[src/rtl/rt_stat_pkg.sv]
package rt_stat_pkg;
    localparam int ADDR_W   = 5;
    localparam int WORD_W   = 16;
    localparam int BIT_ME   = 10;
    localparam int BIT_SRQ  = 8;
    localparam int BIT_BCR  = 4;
    localparam int BIT_BUSY = 3;
    localparam int BIT_SSF  = 2;
    localparam int BIT_DBCA = 1;
    localparam int BIT_TF   = 0;

    typedef struct packed {
        logic srq;
        logic busy;
        logic ssf;
        logic tf;
    } host_bits_t;
endpackage

[src/rtl/rt_addr_check.sv]
module rt_addr_check #(
    parameter int AW = 5
) (
    input  logic          clk,
    input  logic          rst_n,
    input  logic [AW-1:0] addr_strap,
    input  logic          addr_par,
    input  logic          bcast_en,
    input  logic          cmd_valid,
    input  logic [AW-1:0] cmd_addr,
    output logic          addr_err_n,
    output logic          respond,
    output logic          bcast_hit
);
    localparam logic [AW-1:0] BC_ADDR = '1;

    typedef struct packed {
        logic aerr_n;
        logic resp;
        logic bc;
    } ac_state_t;

    ac_state_t st_d, st_q;
    logic par_ok;
    logic own_hit;
    logic bc_now;

    always_comb begin
        par_ok  = ^{addr_strap, addr_par};
        own_hit = par_ok && (cmd_addr == addr_strap) && (cmd_addr != BC_ADDR);
        bc_now  = bcast_en && (cmd_addr == BC_ADDR);
        st_d        = st_q;
        st_d.aerr_n = par_ok;
        if (cmd_valid) begin
            st_d.resp = own_hit || bc_now;
            st_d.bc   = bc_now;
        end
    end

    always_ff @(posedge clk or negedge rst_n) begin
        if (!rst_n) st_q <= '{aerr_n: 1'b1, resp: 1'b0, bc: 1'b0};
        else        st_q <= st_d;
    end

    assign addr_err_n = st_q.aerr_n;
    assign respond    = st_q.resp;
    assign bcast_hit  = st_q.bc;

    assert_no_resp_bad_par_R2: assert property (@(posedge clk) disable iff (!rst_n)
        (cmd_valid && !(^{addr_strap, addr_par}) && cmd_addr != BC_ADDR) |=> !respond);
    assert_bc_blocked_R3: assert property (@(posedge clk) disable iff (!rst_n)
        (cmd_valid && !bcast_en) |=> !bcast_hit);
endmodule

[src/rtl/rt_flag_latch.sv]
module rt_flag_latch (
    input  logic clk,
    input  logic rst_n,
    input  logic set,
    input  logic clr,
    output logic flag
);
    typedef struct packed {
        logic f;
    } fl_state_t;

    fl_state_t st_d, st_q;

    always_comb begin
        st_d = st_q;
        if (clr) st_d.f = 1'b0;
        if (set) st_d.f = 1'b1;
    end

    always_ff @(posedge clk or negedge rst_n) begin
        if (!rst_n) st_q <= '{f: 1'b0};
        else        st_q <= st_d;
    end

    assign flag = st_q.f;

    assert_flag_hold_R8: assert property (@(posedge clk) disable iff (!rst_n)
        (flag && !clr) |=> flag);
    assert_flag_set_R9: assert property (@(posedge clk) disable iff (!rst_n)
        set |=> flag);
endmodule

[src/rtl/rt_status_reg.sv]
module rt_status_reg
    import rt_stat_pkg::*;
#(
    parameter int AW         = 5,
    parameter int WW         = 16,
    parameter int EN_CYCLES  = 4
) (
    input  logic          clk,
    input  logic          rst_n,
    input  logic [AW-1:0] addr_strap,
    input  logic          status_upd,
    input  host_bits_t    host_n,
    input  logic          adbc_n,
    input  logic          cmd_valid,
    input  logic          cmd_xmit,
    input  logic [AW-1:0] cmd_subaddr,
    input  logic [AW-1:0] cmd_wcnt,
    input  logic          respond,
    input  logic          bcast_hit,
    input  logic          in_cmd,
    input  logic          ill_cmd_n,
    input  logic          new_grant,
    input  logic          fmt_flag,
    input  logic          data_req_in,
    output logic [WW-1:0] status_word,
    output logic          status_en_n,
    output logic          data_req_out
);
    localparam int CW = $clog2(EN_CYCLES + 1);

    typedef struct packed {
        logic [WW-1:0] word;
        logic [CW-1:0] cnt;
        logic          xmit;
        logic          dbc_cmd;
        logic          inc_prev;
        logic          ill;
    } sr_state_t;

    sr_state_t st_d, st_q;
    logic is_mode;
    logic ill_strobe;

    always_comb begin
        is_mode    = (cmd_subaddr == '0) || (cmd_subaddr == '1);
        ill_strobe = in_cmd && !st_q.inc_prev && !ill_cmd_n;
        st_d          = st_q;
        st_d.inc_prev = in_cmd;
        if (new_grant)  st_d.ill = 1'b0;
        if (ill_strobe) st_d.ill = 1'b1;
        if (cmd_valid) begin
            st_d.xmit    = cmd_xmit;
            st_d.dbc_cmd = is_mode && (cmd_wcnt == '0) && cmd_xmit;
        end
        if (st_q.cnt != '0) st_d.cnt = st_q.cnt - 1'b1;
        if (status_upd) begin
            st_d.word                = '0;
            st_d.word[WW-1 -: AW]    = addr_strap;
            st_d.word[BIT_ME]        = st_q.ill || fmt_flag;
            st_d.word[BIT_SRQ]       = !host_n.srq;
            st_d.word[BIT_BCR]       = bcast_hit;
            st_d.word[BIT_BUSY]      = !host_n.busy;
            st_d.word[BIT_SSF]       = !host_n.ssf;
            st_d.word[BIT_DBCA]      = !adbc_n && st_q.dbc_cmd && respond && !st_q.ill;
            st_d.word[BIT_TF]        = !host_n.tf;
            st_d.cnt                 = CW'(EN_CYCLES);
        end
    end

    always_ff @(posedge clk or negedge rst_n) begin
        if (!rst_n) st_q <= '0;
        else        st_q <= st_d;
    end

    assign status_word  = st_q.word;
    assign status_en_n  = (st_q.cnt == '0);
    assign data_req_out = data_req_in && !(st_q.xmit && st_q.word[BIT_BUSY]);

    assert_en_after_upd_R10: assert property (@(posedge clk) disable iff (!rst_n)
        status_upd |=> !status_en_n);
    assert_en_start_R10: assert property (@(posedge clk) disable iff (!rst_n)
        $fell(status_en_n) |-> $past(status_upd));
    assert_busy_gate_R7: assert property (@(posedge clk) disable iff (!rst_n)
        (st_q.xmit && status_word[BIT_BUSY]) |-> !data_req_out);
    assert_word_hold_R4: assert property (@(posedge clk) disable iff (!rst_n)
        !status_upd |=> $stable(status_word));
endmodule

[src/rtl/rt_addr_status.sv]
module rt_addr_status
    import rt_stat_pkg::*;
#(
    parameter int STAT_EN_CYCLES = 4
) (
    input  logic              clk,
    input  logic              rst_n,
    input  logic [ADDR_W-1:0] addr_strap,
    input  logic              addr_par,
    input  logic              bcast_en,
    input  logic              cmd_valid,
    input  logic [ADDR_W-1:0] cmd_addr,
    input  logic              cmd_xmit,
    input  logic [ADDR_W-1:0] cmd_subaddr,
    input  logic [ADDR_W-1:0] cmd_wcnt,
    input  logic              in_cmd,
    input  logic              ill_cmd_n,
    input  logic              srq_n,
    input  logic              busy_n,
    input  logic              ssflag_n,
    input  logic              rtflag_n,
    input  logic              adbc_n,
    input  logic              status_upd,
    input  logic              new_grant,
    input  logic              fmt_err,
    input  logic              st_fail,
    input  logic              data_req_in,
    output logic              addr_err_n,
    output logic              respond,
    output logic              bcast_hit,
    output logic [WORD_W-1:0] status_word,
    output logic              status_en_n,
    output logic              msg_err_n,
    output logic              rt_fail_n,
    output logic              data_req_out
);
    host_bits_t host_n;
    logic fmt_flag;
    logic fail_flag;

    assign host_n = '{srq: srq_n, busy: busy_n, ssf: ssflag_n, tf: rtflag_n};

    rt_addr_check #(.AW(ADDR_W)) i_addr (
        .clk(clk), .rst_n(rst_n), .addr_strap(addr_strap), .addr_par(addr_par),
        .bcast_en(bcast_en), .cmd_valid(cmd_valid), .cmd_addr(cmd_addr),
        .addr_err_n(addr_err_n), .respond(respond), .bcast_hit(bcast_hit)
    );

    rt_flag_latch i_fmt (
        .clk(clk), .rst_n(rst_n), .set(fmt_err), .clr(new_grant), .flag(fmt_flag)
    );

    rt_flag_latch i_fail (
        .clk(clk), .rst_n(rst_n), .set(st_fail), .clr(status_upd), .flag(fail_flag)
    );

    rt_status_reg #(.AW(ADDR_W), .WW(WORD_W), .EN_CYCLES(STAT_EN_CYCLES)) i_stat (
        .clk(clk), .rst_n(rst_n), .addr_strap(addr_strap), .status_upd(status_upd),
        .host_n(host_n), .adbc_n(adbc_n), .cmd_valid(cmd_valid), .cmd_xmit(cmd_xmit),
        .cmd_subaddr(cmd_subaddr), .cmd_wcnt(cmd_wcnt), .respond(respond),
        .bcast_hit(bcast_hit), .in_cmd(in_cmd), .ill_cmd_n(ill_cmd_n),
        .new_grant(new_grant), .fmt_flag(fmt_flag), .data_req_in(data_req_in),
        .status_word(status_word), .status_en_n(status_en_n), .data_req_out(data_req_out)
    );

    assign msg_err_n = !fmt_flag;
    assign rt_fail_n = !fail_flag;

    assert_bc_implies_resp_R3: assert property (@(posedge clk) disable iff (!rst_n)
        bcast_hit |-> respond);
    assert_fail_cleared_R9: assert property (@(posedge clk) disable iff (!rst_n)
        (status_upd && !st_fail) |=> rt_fail_n);
    assert_me_set_R8: assert property (@(posedge clk) disable iff (!rst_n)
        fmt_err |=> !msg_err_n);
    assert_parity_flag_R1: assert property (@(posedge clk) disable iff (!rst_n)
        (!addr_err_n) |-> !(^{$past(addr_strap), $past(addr_par)}));
endmodule

[config.mk]
export PLATFORM = sky130hd
export DESIGN_NAME = rt_addr_status
export DESIGN_NICKNAME = d
export VERILOG_FILES = /design/src/rtl/rt_stat_pkg.sv /design/src/rtl/rt_addr_check.sv /design/src/rtl/rt_flag_latch.sv /design/src/rtl/rt_status_reg.sv /design/src/rtl/rt_addr_status.sv
export SDC_FILE = /design/constraint.sdc
export NUM_CORES = 1
export LEC_CHECK = 0
export BUFFER_PORTS_ARGS = -buffer_cell sky130_fd_sc_hd__buf_2
export CAP_MARGIN = 20
export CORE_UTILIZATION = 48
export DETAILED_ROUTE_END_ITERATION = 8
export GPL_TIMING_DRIVEN = 0
export PLACE_DENSITY = 0.89
export SLEW_MARGIN = 20
export SYNTH_ARGS = -nofsm -noshare
export SYNTH_HDL_FRONTEND = slang
export SYNTH_SLANG_ARGS = --single-unit
[constraint.sdc]
create_clock -name clk -period 1.9 [get_ports clk]
set_input_delay 0.285 -clock clk [delete_from_list [all_inputs] [get_ports clk]]
set_output_delay 0.285 -clock clk [all_outputs]
set_load 0.02 [all_outputs]
**Word level (Yosys, flattened, before mapping)**

Index checks and enable logic that the tools add are counted.

- Equality and inequality tests: 4
- Multiplexer cells: 7
- Reduce and logical (&&, ||, !) cells: 35
- $add $sub $neg: 1

Operator list:

| cell | number |
|---|---|
| $logic_and A1 B1 Y1 | 12 |
| $logic_not A1 Y1 | 11 |
| $eq A5 B5 Y1 const B | 2 |
| $logic_not A5 Y1 | 2 |
| $reduce_bool A2 Y1 | 4 |
| $mux W3 | 2 |
| $reduce_xor A6 Y1 | 1 |
| $eq A5 B5 Y1 | 1 |
| $mux W1 | 5 |
| $ne A5 B5 Y1 const B | 1 |
| $logic_not A3 Y1 | 1 |
| $logic_or A1 B1 Y1 | 3 |
| $reduce_bool A3 Y1 | 1 |
| $sub A3 B1 Y3 const B | 1 |

- Register bits after elaboration: 24
- Word-level logic and storage cells: 58
- Input port bits: 38
- Output and inout port bits: 23

**Depth between registers and ports, before layout**

Gate-level depths: netlist of the first run.

- Depth in word-level cells: 4
- Depth in mapped cells: 5
- Depth with buffers taken out: 5

**By module**

Synthesis of the first run repeated with hierarchy kept, for this count alone.

- Cell total of the unflattened synthesis: 114
- Area total of the unflattened synthesis: 1263.7 um^2

Modules (own cells, without submodules):

| module | cells an instance | seq. area each (um^2) | instances | area each (um^2) |
|---|---|---|---|---|
| rt_status_reg | 83 | 475.5 | 1 | 957.2 |
| rt_addr_check | 23 | 76.3 | 1 | 226.5 |
| rt_flag_latch | 3 | 25.0 | 2 | 36.3 |
| rt_addr_status | 2 | 0.0 | 1 | 7.5 |

**Worst setup path before layout of the first run**

OpenSTA, ideal clock, no wires.

- Path type: flip-flop to output port
- From: register i_stat.st_q (netlist bit i_stat.status_word[3])
- To: output port data_req_out
- Cell stages (with the launch flop): 2
- Data required time: 1.615 ns
- Buffers on the path: 0
- Slack: 0.746 ns
- Data arrival time: 0.869 ns
- Cell sequence: dfrtp_1 > a21boi_0

- Longest elaborated chain between the ends: 3

RTL lines:

| what | line | text |
|---|---|---|
| start, declared | rt_status_reg.sv:40 | `sr_state_t st_d, st_q;` |
| start signal, assigned | rt_status_reg.sv:72 | `else st_q <= st_d;` |
| $logic_and A1 B1 Y1 | rt_status_reg.sv:77 | `assign data_req_out = data_req_in && !(st_q.xmit && st_q.word[BIT_BUSY]);` |
| $logic_not A1 Y1 | rt_status_reg.sv:77 |  |
| $logic_and A1 B1 Y1 | rt_status_reg.sv:77 |  |
| end, declared | rt_addr_status.sv:35 | `output logic data_req_out` |

No other way between the ends.

**Final worst setup path of the first run**

- From: register i_stat.st_q[4] in the netlist's numbering
- To: output port status_en_n

- Longest elaborated chain between the ends: 1

RTL lines:

| what | line | text |
|---|---|---|
| $logic_not A3 Y1 | rt_status_reg.sv:76 | `assign status_en_n = (st_q.cnt == '0);` |
| end, declared | rt_addr_status.sv:32 | `output logic status_en_n,` |

No other way between the ends.

==> results.md, run 1 <==
* Diode count at 0
* Final #Nets at 214
* Unique masters post-synth at 33
* Final Critical Period at 1.63 ns
* Status: completed
* Total Routing Usage GR at 20.4%
* Clock Latency Late Sink at 0.30 ns
* Setup skew after layout at 0.00601 ns
* PD cells at 774 nW/um^2
* CTS clock-pin slew for the worst setup and hold paths at 0.12 ns
* Crit path kind: flop to primary output
* Peak VDD IR at 0.000546 V
* Seq/Total Area, Yosys at 49.2%
* Pin count of the biggest net entering global routing at 25
* Detailed placement HPWL at 1950 um
* Rows at 17
* Crit end category: primary output
* Synth Register Bits at 24
* Startpoint Class: flop
* Cell-internal power at 0.000840 W
* Fraction of layout cells with a size suffix above 1 at 49.1%
* Number of synthesis warnings at 0
* Max cap viols at 0
* Vias in the first global route at 956
* CTS resizes at 0
* Hold Violations, Final at 0
* Mean Syn Cell Area at 11.1 um^2
* Slew Viols, Final at 0
* CTS tree: built
* CTS root buffer: clkbuf_4
* DRT iter0 DRCs at 10
* Post-Route Setup TNS at 0 ns
* WL final at 2380 um
* Routability cong. at 0.839
* Slew @ Worst Pin at 0.510 ns
* Number of I/O pins at 61
* Htree depth at 1
* Drt via density at 4.83
* Global-route wire length before repair at 4050 um
* Top_reg_cell synth: dfrtp_1
* Hold crit path type: primary input to flop
* Synth area leaders: dfrtp_1 (47%), buf_4 (9.8%), mux2_2 (7.4%)
* Clock group share of total power at 18.1%
* # setup viols final at 0
* CP Data Arrival Time at 1.35 ns
* Post-CTS setup buffer count at 0
* Fraction of registers with async set/reset at 100%
* Worst slew margin at 66.0%
* GR Overflow Total at 0
* Count of input and output buffers at 55
* Die X at 52.5 um
* Die Y at 52.5 um
* Top-count cell post-synth: dfrtp_1
* Cts bufs inserted at 3
* Post-synth top cells: dfrtp_1 (23), buf_4 (16), inv_1 (12)
* Lkg Pwr at 0.863 nW
* Die area at 2760 um^2
* DRC violations left at 0
* Post-Synthesis Cells at 110
* RSZ-0062 raised after global routing: no
* Core Region at 2300 um^2
* Initial antenna violation count at 0
* WP data required at 1.62 ns
* TritonRoute pass-1 iters at 6
* Post-layout util at 68.8%
* Combinational share of power at 31.7%
* Psw at 0.000384 W
* Post-synth top area share at 47.0%
* Vias at 971
* Sequential share of power at 50.3%
* ANT nets after route at 0
* Area delta synth->final at 29.2%
* CTS sink cnt at 24
* CTS Buffer Depth at 2
* Maximum fanout along the worst path at 4
* Initial Util at 53.3%
* Max Clock Freq at 613 MHz
* Switching share of power at 31.4%
* Fin crit share at 85.8%
* EDFF count, synth at 0
* Post-synth top area cell: dfrtp_1
* Post-Syn Area at 1220 um^2
* Avg WL per Cell at 11.8 um
==> cell type report <==
class | instances | area, um^2
Fill cell | 174 | 716
Sequential cell | 24 | 602
Multi-Input combinational cell | 59 | 459
Timing Repair Buffer | 56 | 285
Buffer | 18 | 129
Inverter | 12 | 45.0
Tap cell | 28 | 35.0
Clock buffer | 4 | 26.3
==> registers in the layout, indices dropped and copies added (netlist names) <==
name	flops
i_addr.addr_err_n	1
i_addr.bcast_hit	1
i_addr.respond	1
i_fail.flag	1
i_fmt.flag	1
i_stat.st_q	7
i_stat.status_word	12
==> cells in the final DEF, fill, tap and decap left out, drive strengths merged <==
cell type / n
nor4: 2
dfstp: 1
or4: 1
xnor2: 9
o21bai: 2
buf: 72
o31ai: 1
a21o: 1
a31oi: 2
nand2: 2
mux2i: 4
dlygate4sd3: 1
inv: 12
o2bb2ai: 1
mux2: 8
nor2: 6
nand4: 1
ha: 2
o21ai: 1
nand4b: 1
nand2b: 1
xor2: 2
dfrtp: 23
a211oi: 1
a21boi: 1
and3: 2
a21oi: 1
clkbuf: 5
conb: 4
a221o: 1
nor4bb: 1
nand3: 1
==> final timing paths <==
path,startpoint,end,slack [ns],depth (start not counted)
worst max register to register,i_stat.st_q[4]$_DFFE_PN0P_,i_stat.st_q[5]$_DFFE_PN0P_,0.72,5
worst max-delay path,i_stat.st_q[4]$_DFFE_PN0P_,status_en_n,0.27,5
worst min register to register,i_stat.st_q[2]$_DFFE_PN0P_,i_stat.st_q[2]$_DFFE_PN0P_,0.50,1
max in group asynchronous,rst_n,i_addr.addr_err_n$_DFF_PN1_,1.04,2
min in group asynchronous,rst_n,i_addr.bcast_hit$_DFFE_PN0P_,0.50,2
worst min-delay path,in_cmd,i_stat.st_q[1]$_DFF_PN0_,0.09,1
==> per-layer routing <==
layer	track usage, %	wire length, um	part of all wire, %	vias to the layer above
li1	-	-	-	471
met1	22.2	874	37	457
met2	36.3	1310	55	33
met3	4.06	103	4.3	10
met4	11.4	86	3.6	0
met5	0	0	0	-
==> power groups by stage <==
stage	clock (W)	combinational, W	sequential [W]
finish	0.000221	0.000388	0.000615
global route	0.000259	0.000437	0.000626
CTS	0.000233	0.000392	0.000616
detailed placement	0	0.000388	0.000626
global placement	0	0.000368	0.000620
floorplan	0	0.000252	0.000626
==> cell families after synthesis <==
logic type	share of synthesized area, %
buffers and inverters	14.2
DFF	49.2
and+or+nand+nor	8.08
AOI/OAI and AO/OA	7.05
muxes	10.6
xor gates and xnor gates	8.49
adders and majority gates	2.04
other	0.306
==> repair_timing <==
action	CTS	global route
hold buffers	1	0
endpoints found under the setup margin	0	0
endpoints found under the hold margin	23	0
==> worst max-delay path: stages, from the launching register on <==
cell and delay (ns):
dfrtp_1 0.39, inv_1 0.07, ha_1 0.21, nand2b_1 0.16, inv_1 0.06, buf_2 0.15
==> through the flow <==
step / total power [W] / area, um^2 / hold slack [ns] / worst slack, ns / instances
6_report: 0.00122 / 1580 / 0.0947 / 0.269 / 201
3_5_place_dp: 0.00101 / 1550 / 0.297 / 0.594 / 196
4_1_cts: 0.00124 / 1580 / 0.0867 / 0.250 / 201
2_1_floorplan: 0.000878 / 1230 / -0.0106 / 0.746 / 113
3_3_place_gp: 0.000988 / 1550 / 0.286 / 0.624 / 196
5_1_grt: 0.00132 / 1580 / 0.0813 / 0.127 / 201
Note: power is estimated with default switching activity, not from simulation.
==> inputs of run 2 (changes only) <==
==> constraint.sdc (replaced) <==
create_clock -name clk -period 1.9 [get_ports clk]
set_input_delay 0.285 -clock clk [delete_from_list [all_inputs] [get_ports clk]]
set_output_delay 0.285 -clock clk [all_outputs]
set_load 0.1 [all_outputs]
==> results.md, run 2 (synthesized netlist as in run 1, its figures left out) <==
* Final #Nets at 214
* WP data required at 1.62 ns
* CTS root buffer: clkbuf_4
* Switching share of power at 44.7%
* Layout Cells excl Fill at 201
* Combinational share of power at 44.7%
* Cell-internal power at 0.000842 W
* Slowest stage delay, CP at 0.42 ns
* Fin crit share at 93.7%
* Max reg flops at 12
* Maximum fanout along the worst path at 4
* TritonRoute pass-1 iters at 3
* Status: completed
* Sequential share of power at 40.3%
* Total Routing Usage GR at 20.3%
* Most used cell, CP: inv_1
* Avg WL per Cell at 11.7 um
* Hold Violations, Final at 0
* Most frequent cells in the layout: buf_2 (55), dfrtp_1 (23), buf_4 (16), inv_1 (12), xnor2_1 (9)
* Slowest cell on crit path: dfrtp_1
* Lkg Pwr at 0.863 nW
* Area delta synth->final at 29.8%
* Count of input and output buffers at 55
* Max Clock Freq at 562 MHz
* Worst slew margin at 64.0%
* CTS tree: built
* Post-CTS setup buffer count at 0
* Drt via density at 4.71
* Crit path kind: flop to primary output
* Post-place setup slack at 0.383 ns
* Global-route wire length before repair at 4020 um
* Fill count at 174
* Power Total at 0.00152 W
* CTS Buffer Depth at 2
* Cell Chain, Critical Path: inv_1 > ha_1 > nand2b_1 > inv_1 > clkbuf_4
* Routability cong. at 0.761
* DRC violations left at 0
* Vias in the first global route at 980
* RSZ-0062 raised after global routing: no
* Rows at 17
* Post-Route Setup TNS at 0 ns
* Post-route setup slack at 0.120 ns
* Clock group share of total power at 15.1%
* Peak VDD IR at 0.000602 V
* Clock Latency Late Sink at 0.31 ns
* Die X at 52.5 um
* Vias at 947
* Number of I/O pins at 61
* Final Critical Period at 1.78 ns
* Detailed placement HPWL at 1880 um
* Post-layout util at 69.1%
* Htree depth at 1
* Slew @ Worst Pin at 0.540 ns
* Diode count at 0
* PD cells at 960 nW/um^2
* Pin count of the biggest net entering global routing at 25
* Crit end category: primary output
* Initial antenna violation count at 0
* Die Y at 52.5 um
* Post-Place Cells at 196
* WL final at 2350 um
* Max cap viols at 0
* Die area at 2760 um^2
* Crit-path leading delay family: buffers and inverters
* Core Region at 2300 um^2
* Startpoint Class: flop
* CP Data Arrival Time at 1.49 ns
* ANT nets after route at 0
* Hold crit path type: primary input to flop
* CTS clock-pin slew for the worst setup and hold paths at 0.13 ns
* Setup skew after layout at 0.0114 ns
* CTS sink cnt at 24
* Initial Util at 53.3%
* Fraction of layout cells with a size suffix above 1 at 49.7%
* Worst Path Buf+Inv at 3
* GR Overflow Total at 0
* Cts bufs inserted at 3
* Most common library cell in the layout ignoring fill and taps: buf_2
* Slew Viols, Final at 0
* # setup viols final at 0
* Psw at 0.000681 W
* DRT iter0 DRCs at 3
-- run 2: final timing paths --
check / from / end / slack, ns / cells after the start
max: i_stat.st_q[4]$_DFFE_PN0P_ / status_en_n / 0.12 / 5
min: in_cmd / i_stat.st_q[1]$_DFF_PN0_ / 0.09 / 1
max reg2reg: i_stat.st_q[4]$_DFFE_PN0P_ / i_stat.st_q[5]$_DFFE_PN0P_ / 0.74 / 5
min reg2reg: i_stat.st_q[6]$_DFFE_PN0P_ / i_stat.st_q[6]$_DFFE_PN0P_ / 0.50 / 1
max in group asynchronous: rst_n / i_addr.addr_err_n$_DFF_PN1_ / 1.04 / 2
min in group asynchronous: rst_n / i_stat.status_word[4]$_DFFE_PN0P_ / 0.48 / 2
-- run 2: power by group through the flow --
stage | Combinational, W | Clock [W] | Sequential (W)
floorplan | 0.000498 | 0 | 0.000676
global placement | 0.000658 | 0 | 0.000620
finish | 0.000681 | 0.000230 | 0.000613
global route | 0.000731 | 0.000259 | 0.000621
detailed placement | 0.000677 | 0 | 0.000623
CTS | 0.000681 | 0.000241 | 0.000614
-- run 2: timing repair --
item | 4_1_cts | 5_1_grt
hold endpoints to repair | 23 | 0
endpoints found under the setup margin | 0 | 1
hold buffers | 1 | 0
resized for setup | 0 | 1
-- run 2: final cells by class --
type                    instances  area, um^2  area share [%]
clock buffers                   4        26.3            1.65
plain buffers                  18         129            8.12
flip-flops and latches         24         602            37.9
repair buffers                 56         288            18.1
well taps                      28        35.0            2.21
inverters                      12        45.0            2.84
multi-input cells              59         463            29.2
-- run 2: layer usage --
metal / share of wire [%] / global-route usage, % / vias to the layer above
met5: 0 / 0 / -
met4: 0.77 / 9.21 / 0
met3: 6.1 / 3.19 / 2
met2: 54 / 38.6 / 39
met1: 39 / 21.4 / 437
li1: - / - / 469
-- run 2: per-stage QoR --
stage                     hold WS, ns  area, um^2
final                          0.0904        1590
after global routing           0.0675        1590
after CTS                      0.0768        1590
after detailed placement        0.294        1550
after global placement          0.289        1550
after floorplan               -0.0106        1240
